## src/rtl/msv_pkg.sv

```systemverilog
package msv_pkg;

  typedef enum logic [2:0] {
    DIR_N   = 3'd0,
    DIR_E   = 3'd1,
    DIR_S   = 3'd2,
    DIR_W   = 3'd3,
    DIR_LOC = 3'd4
  } dir_e;

  function automatic int owner_row(int a, int locs, int mw);
    return (a / locs) / mw;
  endfunction

  function automatic int owner_col(int a, int locs, int mw);
    return (a / locs) % mw;
  endfunction

  function automatic int local_off(int a, int locs);
    return a % locs;
  endfunction

  // column first, then row
  function automatic dir_e route_dir(int a, int locs, int mw, int row, int col);
    int r;
    int c;
    r = owner_row(a, locs, mw);
    c = owner_col(a, locs, mw);
    if (c > col) return DIR_E;
    if (c < col) return DIR_W;
    if (r > row) return DIR_S;
    if (r < row) return DIR_N;
    return DIR_LOC;
  endfunction

endpackage

```

## src/rtl/msv_gen.sv

```systemverilog
module msv_gen #(
  parameter int NPROG = 2,
  parameter int NTOT  = 16,
  parameter int AW    = 4,
  parameter int SW    = 5,
  parameter int PHW   = 6,
  parameter int WW    = 8,
  parameter int SLW   = 1
) (
  input  logic           clk,
  input  logic           rst_n,
  input  logic           ld_valid,
  input  logic [SLW-1:0] ld_slot,
  input  logic [SW-1:0]  ld_step,
  input  logic [PHW-1:0] ld_phase,
  input  logic [WW-1:0]  ld_wt,
  input  logic           iv_start,
  output logic           pkt_valid,
  input  logic           pkt_ready,
  output logic [AW-1:0]  pkt_addr,
  output logic [WW-1:0]  pkt_wt,
  output logic           busy
);

  logic [SW-1:0]  step_q  [NPROG];
  logic [PHW-1:0] phase_q [NPROG];
  logic [WW-1:0]  wt_q    [NPROG];
  logic [SLW-1:0] cur;
  logic           slot_on;
  logic           in_range;

  assign slot_on   = (step_q[cur] != '0);
  assign in_range  = (phase_q[cur] < PHW'(NTOT));
  assign pkt_valid = busy && slot_on && in_range;
  assign pkt_addr  = phase_q[cur][AW-1:0];
  assign pkt_wt    = wt_q[cur];

  always_ff @(posedge clk or negedge rst_n) begin
    if (!rst_n) begin
      busy <= 1'b0;
      cur  <= '0;
      for (int i = 0; i < NPROG; i++) begin
        step_q[i]  <= '0;
        phase_q[i] <= '0;
        wt_q[i]    <= '0;
      end
    end else if (iv_start) begin
      busy <= 1'b1;
      cur  <= '0;
    end else if (busy) begin
      if (pkt_valid) begin
        if (pkt_ready) phase_q[cur] <= phase_q[cur] + PHW'(step_q[cur]);
      end else begin
        if (slot_on) phase_q[cur] <= phase_q[cur] - PHW'(NTOT);
        if (cur == SLW'(NPROG - 1)) busy <= 1'b0;
        else cur <= cur + SLW'(1);
      end
    end else if (ld_valid) begin
      step_q[ld_slot]  <= ld_step;
      phase_q[ld_slot] <= ld_phase;
      wt_q[ld_slot]    <= ld_wt;
    end
  end

endmodule

```

## src/rtl/msv_xbar.sv

```systemverilog
module msv_xbar
  import msv_pkg::*;
#(
  parameter int AW     = 4,
  parameter int WW     = 8,
  parameter int LOCS   = 4,
  parameter int MESH_W = 2,
  parameter int ROW    = 0,
  parameter int COL    = 0
) (
  input  logic                clk,
  input  logic                rst_n,
  input  logic [4:0]          src_valid,
  input  logic [4:0][AW-1:0]  src_addr,
  input  logic [4:0][WW-1:0]  src_wt,
  output logic [4:0]          src_ready,
  output logic [3:0]          out_valid,
  input  logic [3:0]          out_ready,
  output logic [3:0][AW-1:0]  out_addr,
  output logic [3:0][WW-1:0]  out_wt,
  output logic                ej_valid,
  output logic [AW-1:0]       ej_addr,
  output logic [WW-1:0]       ej_wt
);

  localparam int NSRC = 5;
  localparam int NDST = 5;

  dir_e       sdir  [NSRC];
  logic       gnt_v [NDST];
  logic [2:0] gnt_s [NDST];
  logic       take  [NDST];
  logic [2:0] rot;

  always_comb begin
    for (int s = 0; s < NSRC; s++)
      sdir[s] = route_dir(int'(src_addr[s]), LOCS, MESH_W, ROW, COL);
    for (int o = 0; o < NDST; o++) begin
      gnt_v[o] = 1'b0;
      gnt_s[o] = '0;
      for (int k = 0; k < NSRC; k++) begin
        int s;
        s = (int'(rot) + k) % NSRC;
        if (!gnt_v[o] && src_valid[s] && sdir[s] == dir_e'(o)) begin
          gnt_v[o] = 1'b1;
          gnt_s[o] = 3'(s);
        end
      end
      take[o] = (o < 4) ? !out_valid[o % 4] : 1'b1;
    end
    for (int s = 0; s < NSRC; s++) begin
      src_ready[s] = 1'b0;
      for (int o = 0; o < NDST; o++)
        if (gnt_v[o] && take[o] && gnt_s[o] == 3'(s)) src_ready[s] = 1'b1;
    end
  end

  assign ej_valid = gnt_v[4];
  assign ej_addr  = src_addr[gnt_s[4]];
  assign ej_wt    = src_wt[gnt_s[4]];

  always_ff @(posedge clk or negedge rst_n) begin
    if (!rst_n) rot <= '0;
    else        rot <= (rot == 3'd4) ? 3'd0 : rot + 3'd1;
  end

  for (genvar o = 0; o < 4; o++) begin : g_obuf
    always_ff @(posedge clk or negedge rst_n) begin
      if (!rst_n) begin
        out_valid[o] <= 1'b0;
        out_addr[o]  <= '0;
        out_wt[o]    <= '0;
      end else if (gnt_v[o] && take[o]) begin
        out_valid[o] <= 1'b1;
        out_addr[o]  <= src_addr[gnt_s[o]];
        out_wt[o]    <= src_wt[gnt_s[o]];
      end else if (out_ready[o]) begin
        out_valid[o] <= 1'b0;
      end
    end
  end

endmodule

```

## src/rtl/msv_acc.sv

```systemverilog
module msv_acc
  import msv_pkg::*;
#(
  parameter int LOCS = 4,
  parameter int BASE = 0,
  parameter int AW   = 4,
  parameter int WW   = 8,
  parameter int ACW  = 8
) (
  input  logic           clk,
  input  logic           rst_n,
  input  logic           clear,
  input  logic           ej_valid,
  input  logic [AW-1:0]  ej_addr,
  input  logic [WW-1:0]  ej_wt,
  input  logic           drain,
  input  logic [ACW-1:0] thr,
  output logic           cand_valid,
  output logic [AW-1:0]  cand_loc,
  output logic [ACW-1:0] cand_score,
  output logic           cand_done
);

  localparam int LW = (LOCS > 1) ? $clog2(LOCS) : 1;

  logic [ACW-1:0] acc [LOCS];
  logic [LW-1:0]  off;
  logic [ACW:0]   sum;
  logic [ACW-1:0] sat_val;
  logic           started;
  logic           scanning;
  logic [LW-1:0]  sidx;

  assign off     = LW'(local_off(int'(ej_addr), LOCS));
  assign sum     = {1'b0, acc[off]} + (ACW + 1)'(ej_wt);
  assign sat_val = sum[ACW] ? {ACW{1'b1}} : sum[ACW-1:0];

  always_ff @(posedge clk or negedge rst_n) begin
    if (!rst_n) begin
      for (int i = 0; i < LOCS; i++) acc[i] <= '0;
      started    <= 1'b0;
      scanning   <= 1'b0;
      sidx       <= '0;
      cand_valid <= 1'b0;
      cand_loc   <= '0;
      cand_score <= '0;
      cand_done  <= 1'b0;
    end else if (clear) begin
      for (int i = 0; i < LOCS; i++) acc[i] <= '0;
      started    <= 1'b0;
      scanning   <= 1'b0;
      sidx       <= '0;
      cand_valid <= 1'b0;
      cand_done  <= 1'b0;
    end else begin
      if (ej_valid) acc[off] <= sat_val;
      if (drain && !started) begin
        started  <= 1'b1;
        scanning <= 1'b1;
        sidx     <= '0;
      end
      if (scanning) begin
        cand_valid <= (acc[sidx] >= thr);
        cand_loc   <= AW'(BASE) + AW'(sidx);
        cand_score <= acc[sidx];
        sidx       <= sidx + LW'(1);
        if (sidx == LW'(LOCS - 1)) begin
          scanning  <= 1'b0;
          cand_done <= 1'b1;
        end
      end else begin
        cand_valid <= 1'b0;
      end
    end
  end

endmodule

```

## src/rtl/msv_node.sv

```systemverilog
module msv_node
  import msv_pkg::*;
#(
  parameter int MESH_W = 2,
  parameter int MESH_H = 2,
  parameter int ROW    = 0,
  parameter int COL    = 0,
  parameter int LOCS   = 4,
  parameter int NPROG  = 2,
  parameter int SW     = 5,
  parameter int WW     = 8,
  parameter int ACW    = 8,
  localparam int NTOT  = MESH_W * MESH_H * LOCS,
  localparam int AW    = (NTOT > 1) ? $clog2(NTOT) : 1,
  localparam int PHW   = ((AW > SW) ? AW : SW) + 1,
  localparam int SLW   = (NPROG > 1) ? $clog2(NPROG) : 1
) (
  input  logic               clk,
  input  logic               rst_n,
  input  logic [3:0]         in_valid,
  output logic [3:0]         in_ready,
  input  logic [3:0][AW-1:0] in_addr,
  input  logic [3:0][WW-1:0] in_wt,
  output logic [3:0]         out_valid,
  input  logic [3:0]         out_ready,
  output logic [3:0][AW-1:0] out_addr,
  output logic [3:0][WW-1:0] out_wt,
  input  logic               ld_valid,
  input  logic [SLW-1:0]     ld_slot,
  input  logic [SW-1:0]      ld_step,
  input  logic [PHW-1:0]     ld_phase,
  input  logic [WW-1:0]      ld_wt,
  input  logic               iv_start,
  input  logic               drain,
  input  logic [ACW-1:0]     thr,
  output logic               quiet,
  output logic               cand_valid,
  output logic [AW-1:0]      cand_loc,
  output logic [ACW-1:0]     cand_score,
  output logic               cand_done
);

  localparam int BASE = (ROW * MESH_W + COL) * LOCS;

  // named internal events, visible to the checker
  logic              gen_valid;
  logic              gen_ready;
  logic [AW-1:0]     gen_addr;
  logic [WW-1:0]     gen_wt;
  logic              gen_busy;
  logic              ej_valid;
  logic [AW-1:0]     ej_addr;
  logic [WW-1:0]     ej_wt;
  logic [4:0]        src_valid;
  logic [4:0]        src_ready;
  logic [4:0][AW-1:0] src_addr;
  logic [4:0][WW-1:0] src_wt;

  always_comb begin
    for (int d = 0; d < 4; d++) begin
      src_valid[d] = in_valid[d];
      src_addr[d]  = in_addr[d];
      src_wt[d]    = in_wt[d];
    end
    src_valid[4] = gen_valid;
    src_addr[4]  = gen_addr;
    src_wt[4]    = gen_wt;
  end

  assign in_ready  = src_ready[3:0];
  assign gen_ready = src_ready[4];
  assign quiet     = !gen_busy && (out_valid == 4'b0000);

  msv_gen #(
    .NPROG(NPROG), .NTOT(NTOT), .AW(AW), .SW(SW), .PHW(PHW), .WW(WW), .SLW(SLW)
  ) u_gen (
    .clk(clk), .rst_n(rst_n),
    .ld_valid(ld_valid), .ld_slot(ld_slot), .ld_step(ld_step),
    .ld_phase(ld_phase), .ld_wt(ld_wt),
    .iv_start(iv_start),
    .pkt_valid(gen_valid), .pkt_ready(gen_ready),
    .pkt_addr(gen_addr), .pkt_wt(gen_wt),
    .busy(gen_busy)
  );

  msv_xbar #(
    .AW(AW), .WW(WW), .LOCS(LOCS), .MESH_W(MESH_W), .ROW(ROW), .COL(COL)
  ) u_xbar (
    .clk(clk), .rst_n(rst_n),
    .src_valid(src_valid), .src_addr(src_addr), .src_wt(src_wt),
    .src_ready(src_ready),
    .out_valid(out_valid), .out_ready(out_ready),
    .out_addr(out_addr), .out_wt(out_wt),
    .ej_valid(ej_valid), .ej_addr(ej_addr), .ej_wt(ej_wt)
  );

  msv_acc #(
    .LOCS(LOCS), .BASE(BASE), .AW(AW), .WW(WW), .ACW(ACW)
  ) u_acc (
    .clk(clk), .rst_n(rst_n), .clear(iv_start),
    .ej_valid(ej_valid), .ej_addr(ej_addr), .ej_wt(ej_wt),
    .drain(drain), .thr(thr),
    .cand_valid(cand_valid), .cand_loc(cand_loc),
    .cand_score(cand_score), .cand_done(cand_done)
  );

endmodule

```

## config.mk

```make
export PLATFORM = sky130hd
export DESIGN_NAME = msv_node
export DESIGN_NICKNAME = d
export VERILOG_FILES = /design/src/rtl/msv_pkg.sv /design/src/rtl/msv_gen.sv /design/src/rtl/msv_xbar.sv /design/src/rtl/msv_acc.sv /design/src/rtl/msv_node.sv
export SDC_FILE = /design/constraint.sdc
export NUM_CORES = 1
export LEC_CHECK = 0
export BUFFER_PORTS_ARGS = -buffer_cell sky130_fd_sc_hd__buf_2
export CORE_MARGIN = 3
export CORE_UTILIZATION = 64
export CTS_CLUSTER_DIAMETER = 80
export DETAILED_ROUTE_END_ITERATION = 10
export MAX_ROUTING_LAYER = met4
export PLACE_DENSITY = 0.88
export SYNTH_ARGS = -nofsm -noshare
export SYNTH_HDL_FRONTEND = slang
export SYNTH_HIERARCHICAL = 1
export SYNTH_SLANG_ARGS = --single-unit
```

## constraint.sdc

```tcl
create_clock -name clk -period 23.7 [get_ports clk]
set_input_delay 1.185 -clock clk [delete_from_list [all_inputs] [get_ports clk]]
set_output_delay 1.185 -clock clk [all_outputs]
set_load 0.03 [all_outputs]
```

==> results.md <==
* Status: complete, no violations
* Remaining DRCs at 0
* Area Overhead vs Synth at 11.9%
* Final setup viols at 0
* Worst slew pin tran at 1120 ps
* Filler cell count at between 1,000 and 1,500
* Arr. time, crit path at approximately 11,000 ps
* Most used cell, CP: ha_1
* Hold Vio Cnt, Final at 0
* CTS tree: yes
* Layout cells sized above 1 at a little over a quarter
* PwrDens at 121 nW/um2
* Worst Setup End Kind: register
* Register Area at 3580 um2
* Clock buffer depth at 2
* Max IR drop VDD at 0.0000969 V
* Wirelength, routed at 34,800 um
* CP Launch Type: register
* Clock Skew at ~12 ps
* Fmax at approximately 94 MHz
* Final Power at 1.54 mW
* Final min period at 10,590 ps
* Most frequent cells in the layout: buf_2, dfrtp_1, nand2_1, mux2i_1, nor2_1
* Crit path max fanout at 36
* Synth warnings at 6
* TNS Setup at 0 ps
* Gpl congestion at about 1.1
* GRT overflow at 0
* Post-Syn Instances at 1,174
* Clock Latency Late Sink at 440 ps
* Crit-path max cell delay at 930 ps
* WS Path Type: reg2reg
* Largest net degree at the start of global routing at 82
* Maxcap violations at 0
* Initial antenna violation count at 1
* P_leak at 5.96 nW
* Commonest non-fill, non-tap cell in the layout: buf_2
* Starting Density at 65.7%
* CP max-delay cell: a211oi_2
* Vias in the first global route at 10,400
* Clk slew on worst S/H paths at 70 ps
* RSZ-0062 raised after global routing: no
* Die Area at 19,500 um2
* Syn Std Cell Area at ~11,000 um2
* Via density per instance at 6.94
* Htree depth at 4
* CTS buffer count at 17
* TritonRoute pass-1 iters at 6
* Nets at 1,410
* Die height at 139 um
* First-iteration detailed-routing DRC count at 1,307
* Clock Tree Root: clkbuf_16
* Row count at 48
* Vias at 10,500
* Multi-input gate area at 7250 um2
* Avg Inst Size Synth at 9.71 um2
* Cts hold-fix bufs at 0
* Ports at 160
* Post-detail-place hpwl at 24,600 um
* Slew margin rel. at 24.9%
* Core ar. at 17,400 um2
* Worst hold path type: reg2reg
* PortBufs at 157
* Antenna-violating nets left at 0
* Setup Fix Bufs, Post-CTS at 0
* Total track usage at approximately 36%
* Dpl cells at 1,477
* Width of the die at approximately 140 um
* Finished Layout Cells at about 1,500
* First-pass GRT wire length at 55,200 um
* Slew Limit Fails at 0
* Clock sink count at 143
* Critical Path RT at 23,980 ps
* Post-CTS Resized at 0
* Tcrit/Tclk final at 44.7%
* Routed len/inst at between 20 and 25 um
[state kept, by name, summed over array words and instances, names as in the netlist, 3 cells and up]
signal,cells
u_xbar/out_addr,16
u_gen/phase_q,12
u_gen/wt_q,16
u_gen/step_q,10
u_xbar/out_wt,32
u_acc/acc,32
u_xbar/out_valid,4
u_xbar/rot,3
u_acc/cand_score,8
[final timing paths]
check                                           startpoint  cells past startpoint  slack (ps)                               to
setup / recovery                   u_xbar/rot[0]$_DFF_PN0_                     30       13110        u_acc/acc[27]$_DFFE_PN0P_
hold / removal             u_xbar/out_addr[13]$_DFFE_PN0P_                      0         370  u_xbar/out_addr[13]$_DFFE_PN0P_
setup reg to reg                   u_xbar/rot[0]$_DFF_PN0_                     30       13110        u_acc/acc[27]$_DFFE_PN0P_
hold reg to reg            u_xbar/out_addr[13]$_DFFE_PN0P_                      0         370  u_xbar/out_addr[13]$_DFFE_PN0P_
max in group asynchronous                            rst_n                      2       21630        u_gen/wt_q[9]$_DFFE_PN0P_
min in group asynchronous                            rst_n                      1         790       u_acc/cand_valid$_DFF_PN0_
[report_power, final]
part / internal (mW) / switching [mW]
Combinational: 0.329 / 0.545
Clock: 0.162 / 0.119
Sequential: 0.322 / 0.0607
[critical path, delay by kind of cell, from the launching register on]
family	cells	cell delay (ps)
compound gates	9	2960
fa+ha+maj	5	1930
buf+inv	4	1530
flops	1	320
mux	3	1250
simple gates	9	2390
[per-layer routing]
metal | vias up | wire length, um | track usage (%)
li1 | 4607 | - | -
met1 | 5038 | 13500 | 46.1
met2 | 692 | 16200 | 56.3
met3 | 153 | 3470 | 6.74
met4 | 0 | 1590 | 18.0
met5 | - | 0 | -
[area by class of cell]
class / instances / area share (%)
multi-input cells: 894 / 56.8
well taps: 225 / 2.21
clock buffers: 18 / 3.44
flip-flops and latches: 143 / 28.0
diodes: 2 / 0.0392
inverters: 48 / 1.41
repair buffers: 167 / 6.79
clock inverters: 14 / 1.32
[metrics by stage]
step	util, %	hold WS, ps	setup slack [ps]	area, um2
2_1_floorplan	-	451	15240	11400
3_3_place_gp	70.0	360	13740	12200
3_5_place_dp	70.0	360	13430	12200
4_1_cts	73.5	375	13390	12800
5_1_grt	73.5	377	12500	12800
6_report	73.6	371	13110	12800
Note: power is estimated with default switching activity, not from simulation.
